## src/rtl/bwa_pkg.sv

```systemverilog
package bwa_pkg;
  typedef enum logic {MODE_BYTE = 1'b0, MODE_WORD = 1'b1} bus_mode_e;
  localparam int unsigned LANES = 2;
endpackage

```

## src/rtl/bwa_addr_map.sv

```systemverilog
module bwa_addr_map
  import bwa_pkg::*;
#(
  parameter int unsigned ADDR_W = 8
) (
  input  bus_mode_e         mode_i,
  input  logic [ADDR_W-1:0] addr_i,
  output logic [ADDR_W-2:0] word_o,
  output logic              hi_sel_o
);
  assign word_o   = addr_i[ADDR_W-1:1];
  // bit 0 only matters in byte view
  assign hi_sel_o = (mode_i == MODE_BYTE) && addr_i[0];
endmodule

```

## src/rtl/bwa_write_ctl.sv

```systemverilog
module bwa_write_ctl
  import bwa_pkg::*;
#(
  parameter int unsigned ADDR_W = 8,
  parameter int unsigned LANE_W = 8
) (
  input  logic                    clk_i,
  input  logic                    rst_ni,
  input  bus_mode_e               mode_i,
  input  logic                    ce_ni,
  input  logic                    we_ni,
  input  logic [ADDR_W-1:0]       addr_i,
  input  logic [LANES*LANE_W-1:0] data_i,
  output logic                    arr_we_o,
  output logic [ADDR_W-2:0]       arr_addr_o,
  output logic [LANES*LANE_W-1:0] arr_wdata_o,
  output logic [LANES-1:0]        arr_be_o
);
  localparam int unsigned DATA_W = LANES * LANE_W;

  logic              wr_active, act_q;
  bus_mode_e         mode_q;
  logic [ADDR_W-1:0] addr_q;
  logic [DATA_W-1:0] data_q, steer_d;
  logic [LANES-1:0]  be_d;
  logic [ADDR_W-2:0] word_d;
  logic              hi_sel_d;
  logic              commit_d;

  assign wr_active = !ce_ni && !we_ni;
  assign commit_d  = act_q && !wr_active;

  bwa_addr_map #(.ADDR_W(ADDR_W)) u_map (
    .mode_i  (mode_q),
    .addr_i  (addr_q),
    .word_o  (word_d),
    .hi_sel_o(hi_sel_d)
  );

  for (genvar l = 0; l < LANES; l++) begin : g_lane
    assign steer_d[l*LANE_W +: LANE_W] = (mode_q == MODE_WORD) ? data_q[l*LANE_W +: LANE_W]
                                                                : data_q[LANE_W-1:0];
    assign be_d[l] = (mode_q == MODE_WORD) || (hi_sel_d == 1'(l));
  end

  always_ff @(posedge clk_i or negedge rst_ni) begin
    if (!rst_ni) begin
      act_q       <= 1'b0;
      mode_q      <= MODE_BYTE;
      addr_q      <= '0;
      data_q      <= '0;
      arr_we_o    <= 1'b0;
      arr_addr_o  <= '0;
      arr_wdata_o <= '0;
      arr_be_o    <= '0;
    end else begin
      act_q    <= wr_active;
      arr_we_o <= commit_d;
      // mode frozen at first cycle of the pulse
      if (wr_active && !act_q) mode_q <= mode_i;
      if (wr_active) begin
        addr_q <= addr_i;
        data_q <= data_i;
      end
      if (commit_d) begin
        arr_addr_o  <= word_d;
        arr_wdata_o <= steer_d;
        arr_be_o    <= be_d;
      end
    end
  end

  AST_BYTE_ONE_STROBE: assert property (@(posedge clk_i) disable iff (!rst_ni)
    (arr_we_o && mode_q == MODE_BYTE) |-> $countones(arr_be_o) == 1);
  AST_WORD_ALL_STROBES: assert property (@(posedge clk_i) disable iff (!rst_ni)
    (arr_we_o && mode_q == MODE_WORD) |-> arr_be_o == '1);
  AST_COMMIT_AFTER_PULSE: assert property (@(posedge clk_i) disable iff (!rst_ni)
    arr_we_o |-> ($past(wr_active, 2) && !$past(wr_active)));
  AST_COMMIT_SINGLE: assert property (@(posedge clk_i) disable iff (!rst_ni)
    arr_we_o |=> !arr_we_o);
endmodule

```

## src/rtl/bwa_read_ctl.sv

```systemverilog
module bwa_read_ctl
  import bwa_pkg::*;
#(
  parameter int unsigned ADDR_W = 8,
  parameter int unsigned LANE_W = 8
) (
  input  logic                    clk_i,
  input  logic                    rst_ni,
  input  bus_mode_e               mode_i,
  input  logic                    ce_ni,
  input  logic                    oe_ni,
  input  logic                    we_ni,
  input  logic [ADDR_W-1:0]       addr_i,
  input  logic [LANES*LANE_W-1:0] arr_rdata_i,
  output logic                    arr_re_o,
  output logic [ADDR_W-2:0]       arr_addr_o,
  output logic [LANES*LANE_W-1:0] dq_o,
  output logic [LANES-1:0]        dq_oe_o
);
  logic              rd_active, act_q;
  bus_mode_e         mode_q, eff_mode, mode_d_q;
  logic [ADDR_W-2:0] word_d;
  logic              hi_sel_d, sel_q, sel_d_q;

  assign rd_active = !ce_ni && !oe_ni && we_ni;
  assign eff_mode  = act_q ? mode_q : mode_i;

  bwa_addr_map #(.ADDR_W(ADDR_W)) u_map (
    .mode_i  (eff_mode),
    .addr_i  (addr_i),
    .word_o  (word_d),
    .hi_sel_o(hi_sel_d)
  );

  always_ff @(posedge clk_i or negedge rst_ni) begin
    if (!rst_ni) begin
      act_q      <= 1'b0;
      mode_q     <= MODE_BYTE;
      arr_addr_o <= '0;
      sel_q      <= 1'b0;
      sel_d_q    <= 1'b0;
      mode_d_q   <= MODE_BYTE;
    end else begin
      act_q    <= rd_active;
      sel_d_q  <= sel_q;
      mode_d_q <= mode_q;
      if (rd_active) begin
        mode_q     <= eff_mode;
        arr_addr_o <= word_d;
        sel_q      <= hi_sel_d;
      end
    end
  end

  assign arr_re_o = act_q;

  // align steering with the array's one-cycle read latency
  always_comb begin
    if (mode_d_q == MODE_WORD) begin
      dq_o = arr_rdata_i;
    end else begin
      dq_o = '0;
      dq_o[LANE_W-1:0] = sel_d_q ? arr_rdata_i[2*LANE_W-1:LANE_W] : arr_rdata_i[LANE_W-1:0];
    end
  end

  assign dq_oe_o[0] = rd_active;
  assign dq_oe_o[1] = rd_active && (eff_mode == MODE_WORD);

  AST_UPPER_RELEASED: assert property (@(posedge clk_i) disable iff (!rst_ni)
    (act_q && mode_q == MODE_BYTE) |-> !dq_oe_o[1]);
  AST_UPPER_ENABLE_HELD: assert property (@(posedge clk_i) disable iff (!rst_ni)
    (rd_active && act_q) |-> $stable(dq_oe_o[1]));
endmodule

```

## src/rtl/bus_width_adapter.sv

```systemverilog
module bus_width_adapter
  import bwa_pkg::*;
#(
  parameter int unsigned ADDR_W = 8,
  parameter int unsigned LANE_W = 8
) (
  input  logic                    clk_i,
  input  logic                    rst_ni,
  input  logic                    wide_mode_i,
  input  logic                    ce_ni,
  input  logic                    oe_ni,
  input  logic                    we_ni,
  input  logic [ADDR_W-1:0]       host_addr_i,
  input  logic [2*LANE_W-1:0]     host_dq_i,
  output logic [2*LANE_W-1:0]     host_dq_o,
  output logic [1:0]              host_dq_oe_o,
  output logic [ADDR_W-2:0]       arr_addr_o,
  output logic [2*LANE_W-1:0]     arr_wdata_o,
  output logic [1:0]              arr_be_o,
  output logic                    arr_we_o,
  output logic                    arr_re_o,
  input  logic [2*LANE_W-1:0]     arr_rdata_i
);
  bus_mode_e         mode;
  logic [ADDR_W-2:0] wr_addr, rd_addr;

  assign mode = bus_mode_e'(wide_mode_i);

  bwa_write_ctl #(.ADDR_W(ADDR_W), .LANE_W(LANE_W)) u_wr (
    .clk_i      (clk_i),
    .rst_ni     (rst_ni),
    .mode_i     (mode),
    .ce_ni      (ce_ni),
    .we_ni      (we_ni),
    .addr_i     (host_addr_i),
    .data_i     (host_dq_i),
    .arr_we_o   (arr_we_o),
    .arr_addr_o (wr_addr),
    .arr_wdata_o(arr_wdata_o),
    .arr_be_o   (arr_be_o)
  );

  bwa_read_ctl #(.ADDR_W(ADDR_W), .LANE_W(LANE_W)) u_rd (
    .clk_i      (clk_i),
    .rst_ni     (rst_ni),
    .mode_i     (mode),
    .ce_ni      (ce_ni),
    .oe_ni      (oe_ni),
    .we_ni      (we_ni),
    .addr_i     (host_addr_i),
    .arr_rdata_i(arr_rdata_i),
    .arr_re_o   (arr_re_o),
    .arr_addr_o (rd_addr),
    .dq_o       (host_dq_o),
    .dq_oe_o    (host_dq_oe_o)
  );

  assign arr_addr_o = arr_we_o ? wr_addr : rd_addr;

  AST_OE_GATE: assert property (@(posedge clk_i) disable iff (!rst_ni)
    (|host_dq_oe_o) |-> (!ce_ni && !oe_ni && we_ni));
  AST_RESET_IDLE: assert property (@(posedge clk_i)
    !rst_ni |-> (!arr_we_o && !arr_re_o));
endmodule

```

## config.mk

```make
export PLATFORM = sky130hd
export DESIGN_NAME = bus_width_adapter
export DESIGN_NICKNAME = d
export VERILOG_FILES = /design/src/rtl/bwa_pkg.sv /design/src/rtl/bwa_addr_map.sv /design/src/rtl/bwa_write_ctl.sv /design/src/rtl/bwa_read_ctl.sv /design/src/rtl/bus_width_adapter.sv
export SDC_FILE = /design/constraint.sdc
export NUM_CORES = 1
export LEC_CHECK = 0
export ABC_AREA = 1
export BUFFER_PORTS_ARGS = -buffer_cell sky130_fd_sc_hd__buf_2
export CAP_MARGIN = 15
export CORE_MARGIN = 3
export CORE_UTILIZATION = 50
export DETAILED_ROUTE_END_ITERATION = 6
export GPL_ROUTABILITY_DRIVEN = 1
export HOLD_SLACK_MARGIN = 0.12
export MAX_ROUTING_LAYER = met4
export PLACE_DENSITY = 0.87
export SLEW_MARGIN = 30
export SYNTH_ARGS = -nofsm -noshare
export SYNTH_HDL_FRONTEND = slang
export SYNTH_SLANG_ARGS = --single-unit
export TNS_END_PERCENT = 50
```

## constraint.sdc

```tcl
create_clock -name clk_i -period 1.3 [get_ports clk_i]
set_input_delay 0.26 -clock clk_i [delete_from_list [all_inputs] [get_ports clk_i]]
set_output_delay 0.26 -clock clk_i [all_outputs]
set_load 0.005 [all_outputs]
```

==> results of run 1 <==
[metal layers]
layer,routed length (um),GRT usage (%),up-vias
met5,0,-,-
met4,204,12.84,0
met3,315,3.499,16
met2,3335,34.44,73
met1,2746,27.69,1176
li1,-,-,1198
[worst max-delay path, cell delays in order (launching register included)]
cell	delay (ns)
dfrtp_2	0.43
buf_6	0.14
mux2_4	0.30
buf_6	0.12
[metrics by stage]
stage | power, mW | setup slack [ns]
global placement | 3.417 | 0.01790
CTS | 5.145 | -0.2678
global route | 5.516 | -0.3120
floorplan | 2.971 | 0.06899
finish | 5.206 | -0.2707
detailed placement | 3.483 | -0.01114
[final cells by class]
type                    instances  area [um^2]
clock buffers                  11        141.4
clock inverters                 4        45.04
fillers                       394         1539
inverters                      30        113.9
multi-input cells             210         1018
flip-flops and latches         64         1603
well taps                      70        87.58
repair buffers                105        656.9
[flip-flops by register name (all words and copies together) (netlist names), 2 cells and up]
register / count
u_rd.arr_addr_o: 7
u_wr.addr_q: 8
u_wr.arr_addr_o: 7
u_wr.arr_be_o: 2
u_wr.arr_wdata_o: 16
u_wr.data_q: 16
[path summary, 6_finish.rpt]
kind	startpoint	end	slack, ns	cells after the start
min in group asynchronous	rst_ni	u_wr.arr_wdata_o[11]	0.46	3
hold reg to reg	u_rd.sel_q	u_rd.sel_d_q	0.38	0
hold / removal	host_dq_i[11]	u_wr.data_q[11]	0.13	3
setup / recovery	u_wr.arr_we_o	arr_addr_o[2]	-0.27	3
setup reg to reg	u_wr.mode_q	u_wr.arr_wdata_o[9]	0.23	3
max in group asynchronous	rst_ni	u_wr.arr_we_o	0.57	3
[report_power, final]
group | internal, mW | switching [mW]
clock | 0.917 | 0.698
combinational | 0.528 | 0.570
sequential | 2.30 | 0.189
total | 3.75 | 1.46
[synth_stat cells (all sizes together)]
library cell  number
clkinv             1
buf               12
mux2               7
dfrtp             64
nor2               4
nand3             10
clkbuf             4
nand2            138
o21ai             51
inv               29
[logic make-up (layout without fill, tap and decap cells)]
kind of cell | after synthesis | count (layout) | share of synthesized area [%]
flip-flops | 64 | 64 | 58.58
AO/OA/AOI/OAI | 51 | 51 | 9.748
multiplexers | 7 | 7 | 2.883
AND/OR/NAND/NOR | 152 | 152 | 21.51
buffers and inverters | 46 | 150 | 7.276
[timing repair]
action                                 in CTS  in global routing
setup endpoints to repair                  25                 24
cloned                                      0                  0
hold buffers                                1                  0
endpoints found under the hold margin      64                  0
buffers inserted                            0                  3
pin swaps                                   6                  3
resized for setup                          12                 24
==> flow_metrics.py, run 1 <==
metrics = {
    "status": {
        "status": "finished, violations left",
        "violations": "negative setup slack",
    },
    "route": {
        "finalWirelength_um": 6601,
        "vias": 2463,
        "ant_nets": 0,
        "routed_via_density": 4.986,
        "dr.pass1.iters": 5,
        "drc": 0,
        "drtIter0Drc": 222,
        "wire_per_inst_um": 13.36,
    },
    "floorplan": {
        "rows": 26,
        "core_area_um2": 5205,
        "die_x_um": 79.95,
        "die-area_um2": 6391,
        "ios": 91,
        "start_util_pct": 52.52,
        "fp.dieH_um": 79.95,
    },
    "synthesis": {
        "seq_area_frac_synth_pct": 58.58,
        "synth_top_area_share_pct": 58.58,
        "synth_cell_types": 17,
        "yosys_register_bits": 64,
        "yosysWarnings": 0,
        "ys_top_cells_by_area": "dfrtp_1 (59%), nand2_1 (19%), o21ai_0 (8.8%)",
        "syn_inst": 320,
        "syn_avg_cell_area_um2": 8.543,
        "synth_fp_nets": 366,
        "yosys.area.top_type": "dfrtp_1",
        "syn_area_um2": 2734,
    },
    "placement": {
        "dpl-instance-area_um2": 3306,
        "io_buffers": 90,
        "gp_congestion": 0.7931,
        "dp_hpwl_um": 4631,
        "placed_cells": 475,
    },
    "grt": {
        "grt_start_max_net_pins": 65,
        "antenna_found_initial": 0,
        "grt-ovfl-total": 0,
        "grt_use_total_pct": 22.22,
        "grt_pass1_wl_um": 10550,
        "grt_pass1_vias": 2324,
    },
    "timing": {
        "post-route-min-period_ns": 1.571,
        "drv_slew": 0,
        "fin_skew_ns": 0.007497,
        "hold_viol_final": 0,
        "final.setup.tns_ns": -3.530,
        "max_slew.worst_pin.slew_ns": 0.4912,
        "whs_ns": 0.1322,
        "fmax_mhz": 636.7,
        "fin_crit_sh_pct": 120.8,
        "worst_slack_ns": -0.2707,
        "final-setup-viol-count": 24,
        "max_slew_margin_pct": 67.25,
        "grt_setup_unrepaired": "yes",
    },
    "finish": {
        "design_area_um2": 3666,
        "stdcell_count": 494,
        "fin_nets": 466,
        "fin_util_pct": 70.43,
        "layout_commonest_cell": "nand2_1",
        "syn_to_final_growth_pct": 34.10,
        "drive_gt1_share_pct": 34.91,
        "n_antenna_cell": 0,
        "final_cell_mix": "nand2_1 (130), buf_2 (85), dfrtp_1 (63)",
    },
    "cts": {
        "cts_buffers": 9,
        "cts-htree-levels": 3,
        "path_clk_slew_ns": 0.06,
        "clockBufferDepth": 2,
        "clockRootBuffer": "clkbuf_8",
        "clk-insertion-delay-late_ns": 0.33,
        "clock_sinks": 64,
        "cts_tree": "done",
    },
    "hold_path": {
        "hp-class": "in -> reg",
    },
    "worst_setup_path": {
        "path_max_fanout": 4,
        "critPathArrivalTime_ns": 1.31,
        "path_class": "reg -> out",
        "start_kind": "register",
        "cp.required_ns": 1.04,
        "endpoint_kind": "primary output",
    },
    "power": {
        "ir_worst_vdd_mv": 0.6681,
        "powerDensity_nw_per_um2": 1420,
        "p_leak_nw": 2.046,
    },
    "flow_run": {
        "drv_cap": 0,
    },
}
(Power assumes the default switching activity.)
==> inputs of run 2 (changes only) <==
--- a/config.mk
+++ b/config.mk
@@ -9,12 +9,12 @@
 export BUFFER_PORTS_ARGS = -buffer_cell sky130_fd_sc_hd__buf_2
 export CAP_MARGIN = 15
 export CORE_MARGIN = 3
-export CORE_UTILIZATION = 50
+export CORE_UTILIZATION = 40
 export DETAILED_ROUTE_END_ITERATION = 6
 export GPL_ROUTABILITY_DRIVEN = 1
 export HOLD_SLACK_MARGIN = 0.12
 export MAX_ROUTING_LAYER = met4
-export PLACE_DENSITY = 0.87
+export PLACE_DENSITY = 0.74
 export SLEW_MARGIN = 30
 export SYNTH_ARGS = -nofsm -noshare
 export SYNTH_HDL_FRONTEND = slang
==> run 2 against run 1 <==
The flow still finishes with violations (negative setup slack). Global-route usage decreased by 4.4 points. Worst hold slack better by 0.0029 ns. Final cell count increased by 1.2%. Utilization fell by 13 points. Clock-buffer cell count grew 2. Largest cell class unchanged. Flip-flop and latch count unchanged. Cell area up 1.0%.
==> flow_metrics.py, run 2 (same netlist as run 1, synthesis figures left out) <==
metrics = {
    "finish": {
        "fin_util_pct": 57.02,
        "drive_gt1_share_pct": 34.28,
        "syn_to_final_growth_pct": 35.47,
        "n_antenna_cell": 0,
        "reg_top3": "u_wr.arr_wdata_o (16), u_wr.data_q (16), u_wr.addr_q (8)",
        "layout_commonest_cell": "nand2_1",
        "fin_nets": 465,
        "final_cell_mix": "nand2_1 (132), buf_2 (83), dfrtp_1 (63)",
    },
    "route": {
        "finalWirelength_um": 6469,
        "drc": 0,
        "drtIter0Drc": 127,
        "wire_per_inst_um": 12.94,
        "dr.pass1.iters": 4,
        "vias": 2381,
        "routed_via_density": 4.762,
        "ant_nets": 0,
    },
    "worst_setup_path": {
        "cp.required_ns": 1.04,
        "cp_cell_sequence": "buf_12, mux2_4, buf_6",
        "critPathMaxStageDelay_ns": 0.41,
        "critPathSlowestCell": "dfrtp_2",
        "path_max_fanout": 8,
        "critPathArrivalTime_ns": 1.30,
        "crit_buf_inv": 2,
        "path_class": "reg -> out",
        "crit_family": "flip-flops",
        "start_kind": "register",
        "endpoint_kind": "primary output",
    },
    "timing": {
        "final.setup.tns_ns": -3.157,
        "max_slew.worst_pin.slew_ns": 0.5263,
        "post-route-min-period_ns": 1.556,
        "hold_viol_final": 0,
        "grt_setup_unrepaired": "yes",
        "worst_slack_ns": -0.2565,
        "fmax_mhz": 642.5,
        "fin_skew_ns": 0.009325,
        "drv_slew": 0,
        "max_slew_margin_pct": 64.92,
        "fin_crit_sh_pct": 119.7,
        "final-setup-viol-count": 24,
    },
    "grt": {
        "grt_pass1_vias": 2306,
        "antenna_found_initial": 0,
        "grt_start_max_net_pins": 65,
        "grt-ovfl-total": 0,
        "grt_use_total_pct": 17.86,
        "grt_pass1_wl_um": 10540,
    },
    "floorplan": {
        "start_util_pct": 42.09,
        "core_area_um2": 6495,
        "ios": 91,
        "fp.dieH_um": 88.67,
        "die_x_um": 88.67,
        "rows": 29,
        "die-area_um2": 7862,
    },
    "cts": {
        "clk-insertion-delay-late_ns": 0.32,
        "cts_tree": "done",
        "clockRootBuffer": "clkbuf_8",
        "cts-htree-levels": 3,
        "clock_sinks": 64,
        "clockBufferDepth": 2,
        "cts_buffers": 9,
        "path_clk_slew_ns": 0.07,
    },
    "hold_path": {
        "hp-class": "in -> reg",
    },
    "flow_run": {
        "drv_cap": 0,
    },
    "placement": {
        "gp_congestion": 0.8360,
        "io_buffers": 90,
        "dp_hpwl_um": 4529,
    },
    "power": {
        "ir_worst_vdd_mv": 0.5046,
        "p_leak_nw": 2.051,
        "powerDensity_nw_per_um2": 1398,
        "power_mw": 5.176,
    },
    "status": {
        "violations": "negative setup slack",
        "status": "finished, violations left",
    },
}
run 2: metrics by stage:
stage	instances	setup WS, ns	instance area [um^2]	hold slack, ns
after floorplan	320	0.06899	2734	-0.03559
after global placement	482	-0.002170	3327	0.2935
after detailed placement	482	-0.02773	3327	0.3010
after CTS	500	-0.2732	3646	0.1217
after global routing	500	-0.2981	3704	0.1431
final	500	-0.2565	3704	0.1352
run 2: final cells by class:
cell class | count | area [um^2]
fillers | 591 | 2791
flip-flops and latches | 64 | 1603
multi-input cells | 210 | 1017
repair buffers | 104 | 681.9
clock buffers | 13 | 178.9
inverters | 30 | 113.9
well taps | 77 | 96.34
clock inverters | 2 | 12.51
run 2: power by group:
part | total, mW | switching, mW | internal [mW]
logic | 1.11 | 0.558 | 0.548
registers | 2.48 | 0.177 | 2.30
clock network | 1.59 | 0.703 | 0.887
run 2: what timing repair did:
item | CTS | global route
pin swaps | 6 | 3
setup buffers | 1 | 0
hold buffers | 2 | 0
endpoints found under the setup margin | 25 | 25
hold endpoints to repair | 65 | 0
resized for setup | 21 | 14
run 2: worst paths after layout:
check,startpoint,endpoint,slack (ns),depth (start not counted)
worst max-delay path,u_wr.arr_we_o,arr_addr_o[1],-0.26,3
worst min register to register,u_rd.sel_q,u_rd.sel_d_q,0.39,0
max in group asynchronous,rst_ni,u_wr.arr_we_o,0.55,3
worst min-delay path,host_dq_i[8],u_wr.data_q[8],0.14,3
min in group asynchronous,rst_ni,u_wr.data_q[10],0.46,3
worst max register to register,u_wr.mode_q,u_wr.arr_wdata_o[14],0.21,3
run 2: layer usage:
layer | GRT usage (%) | part of all wire [%]
met1 | 22.89 | 46
met2 | 27.53 | 48
met3 | 3.445 | 4.5
met4 | 7.830 | 1.1
met5 | - | 0
run 2: tightest hold or removal path, stage by stage:
cell and delay [ns]:
buf_2 0.08, nand2_1 0.04, nand2_1 0.05
==> inputs of run 3 (changes only) <==
--- a/config.mk
+++ b/config.mk
@@ -15,6 +15,7 @@
 export HOLD_SLACK_MARGIN = 0.12
 export MAX_ROUTING_LAYER = met4
 export PLACE_DENSITY = 0.74
+export RECOVER_POWER = 100
 export SLEW_MARGIN = 30
 export SYNTH_ARGS = -nofsm -noshare
 export SYNTH_HDL_FRONTEND = slang
==> run 3 against run 2 <==
The flow still finishes with violations (negative setup slack). Combinational power shrank 5%. Utilization shrank 1.4 points. Critical path depth is the same. Critical endpoint unchanged. Worst setup slack lost 0.0013 ns. Worst hold slack lost 0.0024 ns. Clock-buffer cell count is the same. Flip-flop and latch count is the same. Non-clock buffer count is the same. Sequential power is essentially flat. Via count grew 0.25%. Global-route usage is the same. Final cell count is the same.
==> flow_metrics.py, run 3 (same netlist as run 1, synthesis figures left out) <==
metrics = {
    "finish": {
        "n_antenna_cell": 0,
        "multi_input_area_um2": 1003,
        "drive_gt1_share_pct": 30.26,
        "layout_commonest_cell": "nand2_1",
        "final_cell_mix": "nand2_1 (133), buf_2 (74), dfrtp_1 (63)",
        "syn_to_final_growth_pct": 32.04,
        "fill_cells": 606,
        "fin_nets": 465,
        "reg_top3": "u_wr.arr_wdata_o (16), u_wr.data_q (16), u_wr.addr_q (8)",
        "final-seq-area_um2": 1603,
        "stdcell_count": 500,
    },
    "worst_setup_path": {
        "crit_buf_inv": 2,
        "start_kind": "register",
        "cp_cell_sequence": "buf_12, mux2_4, buf_6",
        "critPathSlowestCell": "dfrtp_2",
        "critPathArrivalTime_ns": 1.30,
        "path_max_fanout": 8,
        "endpoint_kind": "primary output",
        "path_class": "reg -> out",
        "crit_family": "flip-flops",
        "cp.required_ns": 1.04,
        "critPathMaxStageDelay_ns": 0.41,
    },
    "cts": {
        "clockRootBuffer": "clkbuf_8",
        "cts_tree": "done",
        "cts-htree-levels": 3,
        "clockBufferDepth": 2,
        "clock_sinks": 64,
        "path_clk_slew_ns": 0.07,
        "clk-insertion-delay-late_ns": 0.32,
        "cts_buffers": 9,
    },
    "placement": {
        "io_buffers": 90,
        "gp_congestion": 0.8360,
        "post-place-ws_ns": -0.02773,
        "placed_cells": 482,
        "dp_hpwl_um": 4529,
    },
    "route": {
        "routed_via_density": 4.774,
        "vias": 2387,
        "wire_per_inst_um": 13.07,
        "dr.pass1.iters": 4,
        "drc": 0,
        "ant_nets": 0,
        "finalWirelength_um": 6533,
        "drtIter0Drc": 146,
    },
    "floorplan": {
        "start_util_pct": 42.09,
        "core_area_um2": 6495,
        "die-area_um2": 7862,
        "rows": 29,
        "ios": 91,
        "die_x_um": 88.67,
        "fp.dieH_um": 88.67,
    },
    "grt": {
        "grt-ovfl-total": 0,
        "grt_pass1_wl_um": 10540,
        "grt_start_max_net_pins": 65,
        "grt_pass1_vias": 2306,
        "grt_use_total_pct": 17.86,
        "antenna_found_initial": 0,
    },
    "timing": {
        "hold_viol_final": 0,
        "fin_skew_ns": 0.009950,
        "final-setup-viol-count": 24,
        "whs_ns": 0.1328,
        "drv_slew": 0,
        "grt_setup_unrepaired": "yes",
        "post-route-min-period_ns": 1.558,
        "max_slew_margin_pct": 59.57,
        "fmax_mhz": 641.9,
        "fin_crit_sh_pct": 119.8,
        "max_slew.worst_pin.slew_ns": 0.6065,
        "worst_slack_ns": -0.2578,
    },
    "power": {
        "p_leak_nw": 1.987,
        "powerDensity_nw_per_um2": 1424,
        "ir_worst_vdd_mv": 0.4890,
    },
    "status": {
        "status": "finished, violations left",
        "violations": "negative setup slack",
    },
    "hold_path": {
        "hp-class": "in -> reg",
    },
    "flow_run": {
        "drv_cap": 0,
    },
}
## run 3: cell types whose count changed in the layout (fill, tap and decap cells not counted), sizes merged
cell | previous run | this run
buf | 102 | 86
clkbuf | 13 | 29
## run 3: area by class of cell
cell class              instances  share of cell area (%)
multi-input cells             210                   27.80
repair buffers                104                   16.67
inverters                      30                   3.154
well taps                      77                   2.669
clock buffers                  13                   4.957
flip-flops and latches         64                   44.40
clock inverters                 2                  0.3466
## run 3: metal layers
metal  up-vias  track usage (%)  wire (um)
met3         6            3.445        377
met5         -                -          0
li1       1192                -          -
met1      1123            22.89       2990
met2        66            27.53       3091
met4         0            7.830         74
## run 3: worst register-to-register path, cell delays in order (launching register included)
cell	delay (ns)
dfrtp_1	0.37
o21ai_1	0.15
clkbuf_2	0.42
nand2_1	0.11
o21ai_0	0.09
## run 3: path summary, 6_finish.rpt
path                               startpoint             endpoint  slack (ns)  cells after the start
worst min register to register     u_rd.sel_q         u_rd.sel_d_q        0.38                      0
min in group asynchronous              rst_ni      u_wr.data_q[10]        0.53                      3
max in group asynchronous              rst_ni        u_wr.arr_we_o        0.33                      3
worst min-delay path             host_dq_i[8]       u_wr.data_q[8]        0.13                      3
worst max register to register     u_wr.act_q  u_wr.arr_wdata_o[4]        0.08                      4
worst max-delay path            u_wr.arr_we_o        arr_addr_o[1]       -0.26                      3
## run 3: power by group
part	internal [mW]	total [mW]	switching [mW]
registers	2.30	2.48	0.180
clock network	0.888	1.60	0.709
logic	0.510	1.06	0.552
## run 3: metrics by stage
| step | power, mW | util, % | area (um^2) | setup TNS, ns |
|---|---|---|---|---|
| after floorplan | 2.971 | - | 2734 | 0 |
| after global placement | 3.432 | 51.22 | 3327 | -0.002737 |
| after detailed placement | 3.475 | 51.22 | 3327 | -0.09538 |
| after CTS | 5.172 | 56.14 | 3646 | -3.412 |
| after global routing | 5.463 | 55.58 | 3610 | -5.324 |
| final | 5.142 | 55.58 | 3610 | -3.187 |
## run 3: repair_timing
item / CTS / global route
hold buffers: 2 / 0
gates cloned: 0 / 0
buffers inserted: 1 / 0
resized for setup: 21 / 14
pin swaps: 6 / 3
setup endpoints to repair: 25 / 25
hold endpoints to repair: 65 / 0
